### src/rtl/muldiv_pkg.sv
package muldiv_pkg;

    typedef enum logic [1:0] {
        ST_IDLE = 2'd0,
        ST_LOOP = 2'd1,
        ST_FIX  = 2'd2
    } mdstate_e;

    typedef struct packed {
        logic n;
        logic z;
        logic v;
        logic c;
    } ccr_t;

endpackage

### src/rtl/muldiv_mult.sv
module muldiv_mult #(
    parameter int HW = 16
) (
    input  logic              sgn,
    input  logic [HW-1:0]     a,
    input  logic [HW-1:0]     b,
    output logic [2*HW-1:0]   p
);
    localparam int FW = 2 * HW;

    logic [FW-1:0] a_ext;
    logic [FW-1:0] b_ext;

    // widen each operand by sign or zero so the low FW bits of the product
    // are correct for both modes
    always_comb begin
        a_ext = sgn ? {{HW{a[HW-1]}}, a} : {{HW{1'b0}}, a};
        b_ext = sgn ? {{HW{b[HW-1]}}, b} : {{HW{1'b0}}, b};
        p     = a_ext * b_ext;
    end
endmodule

### src/rtl/muldiv_divcore.sv
module muldiv_divcore #(
    parameter int NW = 32,
    parameter int DW = 16
) (
    input  logic          clk,
    input  logic          rst_n,
    input  logic          load,
    input  logic          step,
    input  logic [NW-1:0] num,
    input  logic [DW-1:0] den,
    output logic [NW-1:0] quo,
    output logic [DW-1:0] rem
);
    typedef struct packed {
        logic [NW-1:0] q;
        logic [DW-1:0] r;
        logic [DW-1:0] d;
    } dv_t;

    dv_t         dv_d, dv_q;
    logic [DW:0] trial;
    logic [DW:0] diff;

    always_comb begin
        dv_d  = dv_q;
        trial = {dv_q.r, dv_q.q[NW-1]};
        diff  = trial - {1'b0, dv_q.d};
        if (load) begin
            dv_d.q = num;
            dv_d.r = '0;
            dv_d.d = den;
        end else if (step) begin
            dv_d.r = diff[DW] ? trial[DW-1:0] : diff[DW-1:0];
            dv_d.q = {dv_q.q[NW-2:0], ~diff[DW]};
        end
    end

    always_ff @(posedge clk) begin
        if (!rst_n) dv_q <= '0;
        else        dv_q <= dv_d;
    end

    assign quo = dv_q.q;
    assign rem = dv_q.r;


    rem_bound_chk: assert property (@(posedge clk) disable iff (!rst_n)
        step |=> (dv_q.r < dv_q.d));
endmodule

### src/rtl/muldiv_unit.sv
module muldiv_unit #(
    parameter int HW = 16
) (
    input  logic              clk,
    input  logic              rst_n,
    input  logic              start,
    input  logic              op_div,
    input  logic              signed_mode,
    input  logic [2*HW-1:0]   dst_in,
    input  logic [HW-1:0]     src_in,
    output logic              busy,
    output logic              done,
    output logic              wr_en,
    output logic [2*HW-1:0]   result,
    output logic              flag_n,
    output logic              flag_z,
    output logic              flag_v,
    output logic              flag_c,
    output logic              div_zero
);
    import muldiv_pkg::*;

    localparam int FW = 2 * HW;
    localparam int CW = $clog2(FW);
    localparam logic [FW-1:0] POS_LIM = {{(FW-HW+1){1'b0}}, {(HW-1){1'b1}}};
    localparam logic [FW-1:0] NEG_LIM = POS_LIM + 1'b1;

    typedef struct packed {
        mdstate_e      st;
        logic [CW-1:0] cnt;
        logic          sgn;
        logic          neg_q;
        logic          neg_r;
        logic [FW-1:0] dst;
        logic          done;
        logic          wr;
        logic          dz;
        logic [FW-1:0] res;
        ccr_t          f;
    } ctl_t;

    ctl_t          ctl_d, ctl_q;
    logic [FW-1:0] prod;
    logic [FW-1:0] num_mag;
    logic [HW-1:0] den_mag;
    logic [FW-1:0] quo;
    logic [HW-1:0] rem;
    logic          core_load;
    logic          core_step;
    logic          ovf;
    logic [FW-1:0] q_fix;
    logic [HW-1:0] r_fix;

    muldiv_mult #(.HW(HW)) u_mult (
        .sgn (signed_mode),
        .a   (dst_in[HW-1:0]),
        .b   (src_in),
        .p   (prod)
    );

    muldiv_divcore #(.NW(FW), .DW(HW)) u_core (
        .clk   (clk),
        .rst_n (rst_n),
        .load  (core_load),
        .step  (core_step),
        .num   (num_mag),
        .den   (den_mag),
        .quo   (quo),
        .rem   (rem)
    );

    always_comb begin
        ctl_d     = ctl_q;
        ctl_d.done = 1'b0;
        ctl_d.wr   = 1'b0;
        core_load = 1'b0;
        core_step = 1'b0;
        num_mag   = (signed_mode && dst_in[FW-1]) ? -dst_in : dst_in;
        den_mag   = (signed_mode && src_in[HW-1]) ? -src_in : src_in;
        if (ctl_q.sgn)
            ovf = ctl_q.neg_q ? (quo > NEG_LIM) : (quo > POS_LIM);
        else
            ovf = |quo[FW-1:HW];
        q_fix = ctl_q.neg_q ? -quo : quo;
        r_fix = ctl_q.neg_r ? -rem : rem;

        unique case (ctl_q.st)
            ST_IDLE: begin
                if (start) begin
                    ctl_d.dst = dst_in;
                    ctl_d.dz  = 1'b0;
                    ctl_d.f   = '0;
                    if (!op_div) begin
                        ctl_d.res   = prod;
                        ctl_d.f.n   = prod[FW-1];
                        ctl_d.f.z   = (prod == '0);
                        ctl_d.wr    = 1'b1;
                        ctl_d.done  = 1'b1;
                    end else if (src_in == '0) begin
                        ctl_d.res  = dst_in;
                        ctl_d.dz   = 1'b1;
                        ctl_d.done = 1'b1;
                    end else begin
                        core_load   = 1'b1;
                        ctl_d.sgn   = signed_mode;
                        ctl_d.neg_r = signed_mode & dst_in[FW-1];
                        ctl_d.neg_q = signed_mode & (dst_in[FW-1] ^ src_in[HW-1]);
                        ctl_d.cnt   = '0;
                        ctl_d.st    = ST_LOOP;
                    end
                end
            end
            ST_LOOP: begin
                core_step = 1'b1;
                ctl_d.cnt = ctl_q.cnt + 1'b1;
                if (ctl_q.cnt == CW'(FW - 1)) ctl_d.st = ST_FIX;
            end
            ST_FIX: begin
                ctl_d.done = 1'b1;
                ctl_d.st   = ST_IDLE;
                if (ovf) begin
                    ctl_d.res = ctl_q.dst;
                    ctl_d.f.v = 1'b1;
                end else begin
                    ctl_d.res = {r_fix, q_fix[HW-1:0]};
                    ctl_d.f.n = q_fix[HW-1];
                    ctl_d.f.z = (q_fix[HW-1:0] == '0);
                    ctl_d.wr  = 1'b1;
                end
            end
            default: ctl_d.st = ST_IDLE;
        endcase
    end

    always_ff @(posedge clk) begin
        if (!rst_n) ctl_q <= '0;
        else        ctl_q <= ctl_d;
    end

    assign busy     = (ctl_q.st != ST_IDLE);
    assign done     = ctl_q.done;
    assign wr_en    = ctl_q.wr;
    assign result   = ctl_q.res;
    assign flag_n   = ctl_q.f.n;
    assign flag_z   = ctl_q.f.z;
    assign flag_v   = ctl_q.f.v;
    assign flag_c   = ctl_q.f.c;
    assign div_zero = ctl_q.dz;


    wr_done_chk: assert property (@(posedge clk) disable iff (!rst_n)
        wr_en |-> done);

    busy_done_chk: assert property (@(posedge clk) disable iff (!rst_n)
        !(busy && done));

    carry_clear_chk: assert property (@(posedge clk) disable iff (!rst_n)
        done |-> !flag_c);

    no_overflow_chk: assert property (@(posedge clk) disable iff (!rst_n)
        (done && flag_v) |-> (!wr_en && !div_zero));

    div_zero_chk: assert property (@(posedge clk) disable iff (!rst_n)
        (done && div_zero) |-> (!wr_en && !flag_v && $past(!busy)));
endmodule

### config.mk
export PLATFORM = sky130hd
export DESIGN_NAME = muldiv_unit
export DESIGN_NICKNAME = d
export VERILOG_FILES = /design/src/rtl/muldiv_pkg.sv /design/src/rtl/muldiv_mult.sv /design/src/rtl/muldiv_divcore.sv /design/src/rtl/muldiv_unit.sv
export SDC_FILE = /design/constraint.sdc
export NUM_CORES = 1
export LEC_CHECK = 0
export BUFFER_PORTS_ARGS = -buffer_cell sky130_fd_sc_hd__buf_2
export CAP_MARGIN = 0
export CORE_AREA = 2 2 205 288
export CTS_CLUSTER_SIZE = 28
export DETAILED_ROUTE_END_ITERATION = 8
export DIE_AREA = 0 0 207 290
export SYNTH_ARGS = -nofsm -noshare
export SYNTH_HDL_FRONTEND = slang
export SYNTH_SLANG_ARGS = --single-unit
### constraint.sdc
create_clock -name clk -period 19.65 [get_ports clk]
set_input_delay 3.93 -clock clk [delete_from_list [all_inputs] [get_ports clk]]
set_output_delay 3.93 -clock clk [all_outputs]
set_load 0.005 [all_outputs]
==> impl_results.md, run 1 <==
* Syn nets at 3151
* Synth area leaders: fa_1, dfxtp_1, ha_1
* Cell taking the most area after synthesis: fa_1
* Cell row count at 104
* FF+latch count, synth at 144
* Ys flop type: dfxtp_1
* Worst Skew at 0.00979 ns
* Critical path type: in -> reg
* Congestion Overflow GR at 0
* Htree depth at 4
* Sequential area share after synthesis at 13.0%
* Hold-fix buffers, CTS at 0
* Maximum capacitance violations at 0
* Pin count of the biggest net entering global routing at 66
* Synth top area share at 30.1%
* Hold Fails Final Rpt at 0
* Initial DRC count at 1092
* Starting Density at 38.9%
* TritonCTS buffer count at 17
* Worst R2R End: u_core.rem[0]
* Fmax at 85.0 MHz
* Layout cells sized above 1 at 6.85%
* DRC Markers at 0
* Max FO, Critical Path at 35
* Mean area per synthesized cell at 8.51 um2
* Yosys warns at 0
* Die Area at 60000 um2
* Clock Tree Buf Depth at 2
* Data arrival, critical path at 12.13 ns
* Global Route Usage Sum at 22.5%
* Reg-to-reg startpoint: u_core.rem[1]
* RSZ-0062 raised after global routing: no
* Layout Nets at 3082
* HPWL Detailed at 52.5 mm
* Startpoint Class: input pin
* Routed vias at 18.1k
* CTS tree: built
* Outcome: finished, final reports clean
* Routed wire length at 67.2 mm
* Die Wd at 207 um
* RePlAce Congestion at 0.918
* Cells after synthesis at 2613
* Reg2Reg Setup Slack at 15.31 ns
* Inst Count DP at 3267
* Fin cells at 3298
* Post-Synthesis Cell Area at 22200 um2
* Root buf cell: clkbuf_16
* Area Growth Syn to Fin at 5.65%
* Final setup violation count at 0
* WL per Instance at 20.4 um
* Required @ worst endpoint at 20.02 ns
* Min-delay src: ctl_q[52]
* Post-synth ARST share at 0%
* CP startpoint: src_in[15]
* Setup TNS at 0 ns
* # IOs at 93
* Distinct cells, synth at 80
* # fillers at 5725
* Final worst path period need at 11.76 ns
* # resized after CTS at 0
* Min-Delay Path Depth at 2
* Worst r2r path cells at 11
* WHS at 0.457 ns
* Worst-path clk slew at 0.06 ns
* Area of the multi-input gates at 17000 um2
* Max Slew Vio Count at 0
* Drt via density at 5.49
* Antenna-violating nets left at 0
* First-pass GRT wire length at 107 mm
* Antenna violations before repair at 4
* Crit share post-route at 59.9%
* Port Buf Inserts at 91
* Post-CTS Setup Repair Bufs at 0
* Most common cell in the synthesized netlist: inv_1
* Register area at 2880 um2
* Clock latency at the later pin of the worst-skew pair at 0.44 ns
* Core area at 57300 um2
* Post-synth EDFFs at 0
* Worst setup EP type: register
* Post-synth top cells: inv_1, fa_1, nand2_1
* Die Y at 290 um
* Sink Count at 144
* Vias in the first global route at 19.4k
* Tightest Pin Transition at 1.15 ns
* Hold Path End: ctl_q[52]
* Worst hold-check path type: reg -> reg
* Max-slew headroom at 23.2%
* Pre-antenna DRT Iters at 5
-- critical path: stages --
cell and delay (ns):
buf_2 0.56, nand2_1 0.56, nor2_1 0.74, ha_1 0.27, nand2b_1 0.35, xor2_1 0.20
ha_1 0.26, fa_1 0.45, ha_1 0.23, fa_1 0.47, fa_1 0.57, fa_1 0.43
fa_1 0.48, ha_1 0.55, nand2_1 0.12, o31ai_1 0.51, mux2_2 0.26, nand4_1 0.08
nor4b_1 0.26, nand4_1 0.16, nor4_1 0.36, nand4_1 0.15, a21oi_1 0.15
-- worst max-delay path by stage --
stage,to
floorplan,flag_z
global placement,flag_z
detailed placement,flag_z
CTS,flag_z
global route,flag_z
finish,flag_z
-- sequential cells by signal, indices dropped and copies added (netlist names) --
register / count
flag_v: 1
done: 1
wr_en: 1
ctl_q: 42
u_core.dv_q: 16
flag_z: 1
div_zero: 1
flag_n: 1
u_core.quo: 32
result: 32
u_core.rem: 16
-- per-layer routing --
| layer | share of wire, % | up-vias | GRT usage (%) |
|---|---|---|---|
| met3 | 5.9 | 170 | 3.04 |
| li1 | - | 8207 | - |
| met4 | 4.3 | 6 | 9.91 |
| met1 | 38 | 9065 | 25.3 |
| met5 | 0.052 | - | 0 |
| met2 | 52 | 660 | 42.0 |
-- through the flow --
stage,setup WS [ns],util [%],area [um2]
after floorplan,8.49,-,22200
after global placement,7.71,40.1,22900
after detailed placement,7.55,40.1,22900
after CTS,8.01,41.0,23500
after global routing,7.46,41.0,23500
final,7.89,41.0,23500
-- cells in the final DEF (no fill, tap or decap), types with 39 or more instances in the layout --
cell type / synthesis / final
fa_1: 335 / 335
inv_1: 404 / 403
a221oi_1: 40 / 40
a211oi_1: 39 / 39
and2_1: 196 / 196
nand2_1: 245 / 245
o21ai_0: 68 / 68
buf_2: 2 / 91
xor2_1: 64 / 64
xnor2_1: 90 / 90
dfxtp_1: 144 / 144
nor2_1: 160 / 156
a21oi_1: 111 / 111
ha_1: 150 / 150
-- layout make-up --
cell class / instances / share of cell area, %
Clock inverter: 11 / 0.458
Multi-Input combinational cell: 1866 / 72.4
Tap cell: 742 / 3.95
Sequential cell: 144 / 12.3
Inverter: 404 / 6.45
Antenna cell: 1 / 0.0106
Timing Repair Buffer: 111 / 2.58
Clock buffer: 19 / 1.93
-- cells by family after synthesis --
family | synth area share [%]
compound gates | 12.6
xor+xnor | 6.14
fa+ha+maj | 38.6
buf+inv | 10.8
flops | 13.0
mux | 1.10
other cells | 0.0169
simple gates | 17.8
Power of run 1 is not shown: default switching activity piles up to over one toggle a cycle in this logic, so the estimate is an artifact.
==> inputs of run 2 (changes only) <==
Clock period 19.65 ns to 10.1 ns, I/O delays scaled along.
==> impl_results.md, run 2 (same netlist as run 1, synthesis figures left out) <==
* TritonCTS buffer count at 17
* Worst R2R End: u_core.rem[1]
* Ant. Diodes at 0
* Tightest Pin Transition at 1.12 ns
* Post-CTS Setup Repair Bufs at 0
* Max-slew headroom at 25.0%
* Die Area at 60000 um2
* Layout cells sized above 1 at 7.72%
* Setup TNS at 0 ns
* Clock latency at the later pin of the worst-skew pair at 0.45 ns
* Maximum capacitance violations at 0
* # IOs at 93
* Worst Skew at 0.0170 ns
* Worst setup EP type: register
* Core area at 57300 um2
* Hold Path End: ctl_q[62]
* CTS tree: built
* Antenna-violating nets left at 0
* Worst hold-check path type: reg -> reg
* Reg2Reg Setup Slack at 5.90 ns
* Area Growth Syn to Fin at 6.56%
* Fmax at 109 MHz
* Largest Register: ctl_q
* Min-Delay Path Depth at 2
* Max Used Layer: met5
* Final setup violation count at 0
* Required @ worst endpoint at 10.49 ns
* Largest register FFs at 42
* Critical path type: in -> reg
* Most frequent cells in the layout: inv_1, fa_1, nand2_1
* Congestion Overflow GR at 0
* RePlAce Congestion at 0.919
* # resized after CTS at 0
* Port Buf Inserts at 91
* Met1 Wirelength at 26.5 mm
* Die Wd at 207 um
* Pre-antenna DRT Iters at 5
* Met2 WL post-DR at 35.4 mm
* Data arrival, critical path at 9.60 ns
* Max FO, Critical Path at 21
* Final worst path period need at 9.21 ns
* Inst Count DP at 3289
* Hold-fix buffers, CTS at 0
* Wire length on met3 at 3.37 mm
* Drt via density at 5.46
* Vias in the first global route at 19.6k
* Startpoint Class: input pin
* Cell row count at 104
* Initial DRC count at 1191
* First-pass GRT wire length at 108 mm
* WL per Instance at 20.6 um
* Clock Tree Buf Depth at 2
* Crit share post-route at 91.2%
* Worst-path clk slew at 0.07 ns
* Routed vias at 18.1k
* RSZ-0062 raised after global routing: no
* Die Y at 290 um
* Layout Nets at 3104
* Antenna violations before repair at 5
* Max Slew Vio Count at 0
* Fin cells at 3321
* Worst r2r path cells at 11
* Pin count of the biggest net entering global routing at 63
* Min-delay src: ctl_q[62]
* WHS at 0.455 ns
* Reg-to-reg startpoint: u_core.rem[1]
* HPWL Detailed at 55.3 mm
* Routed wire length at 68.6 mm
* Htree depth at 4
* Hold Fails Final Rpt at 0
* Sink Count at 144
* Most common cell after layout, fill and taps aside: inv_1
* DRC Markers at 0
* Root buf cell: clkbuf_16
* Global Route Usage Sum at 23.0%
* Outcome: finished, final reports clean
* Starting Density at 38.9%
==> run 2: cell count changes in the layout (fill, tap and decap cells not counted) <==
| cell | change |
|---|---|
| clkinvlp_4 | -2 |
| clkinv_4 | +3 |
| buf_4 | +22 |
| bufinv_16 | +1 |
| diode_2 | -1 |
==> run 2: per-stage QoR <==
| step | setup slack, ns | utilization (%) | cell area [um2] |
|---|---|---|---|
| floorplan | 0.847 | - | 22200 |
| CTS | 0.934 | 41.4 | 23700 |
| global route | 0.480 | 41.4 | 23700 |
| global placement | 0.593 | 40.3 | 23100 |
| finish | 0.892 | 41.4 | 23700 |
| detailed placement | 0.470 | 40.3 | 23100 |
==> run 2: layout make-up <==
class	instances	area, um2
Sequential cell	144	2880
Fill cell	5792	33600
Timing Repair Buffer	133	771
Clock inverter	13	149
Tap cell	742	928
Clock buffer	19	453
Inverter	404	1520
Multi-Input combinational cell	1866	17000
==> run 2: routing by layer <==
layer	vias to the layer above	track usage (%)
met1	9052	26.3
met3	187	2.91
met5	-	0
met4	6	10.8
met2	624	42.2
li1	8249	-
==> run 2: critical path: stages <==
cell,delay [ns]
buf_2,0.39
and3_1,0.27
inv_1,0.07
fa_1,0.51
fa_1,0.52
inv_1,0.08
fa_1,0.53
inv_1,0.36
fa_1,0.49
inv_1,0.10
fa_1,0.44
fa_1,0.57
fa_1,0.43
fa_1,0.45
ha_1,0.29
buf_4,0.18
a21o_1,0.20
a32oi_1,0.14
o21ai_0,0.11
nor4_1,0.32
nand4_1,0.13
nor4b_1,0.26
nand4_1,0.16
nor4_1,0.28
nand4_1,0.13
a21oi_1,0.15
==> run 2: how the worst max path moves through the flow <==
stage	start	endpoint	slack [ns]	cells past startpoint
CTS	dst_in[7]	flag_z	0.93	25
detailed placement	dst_in[15]	result[31]	0.47	29
finish	src_in[3]	flag_z	0.89	26
global placement	dst_in[7]	flag_z	0.59	25
global route	dst_in[15]	flag_z	0.48	26
floorplan	dst_in[15]	flag_z	0.85	30
Power of run 2 is left out for the same reason.
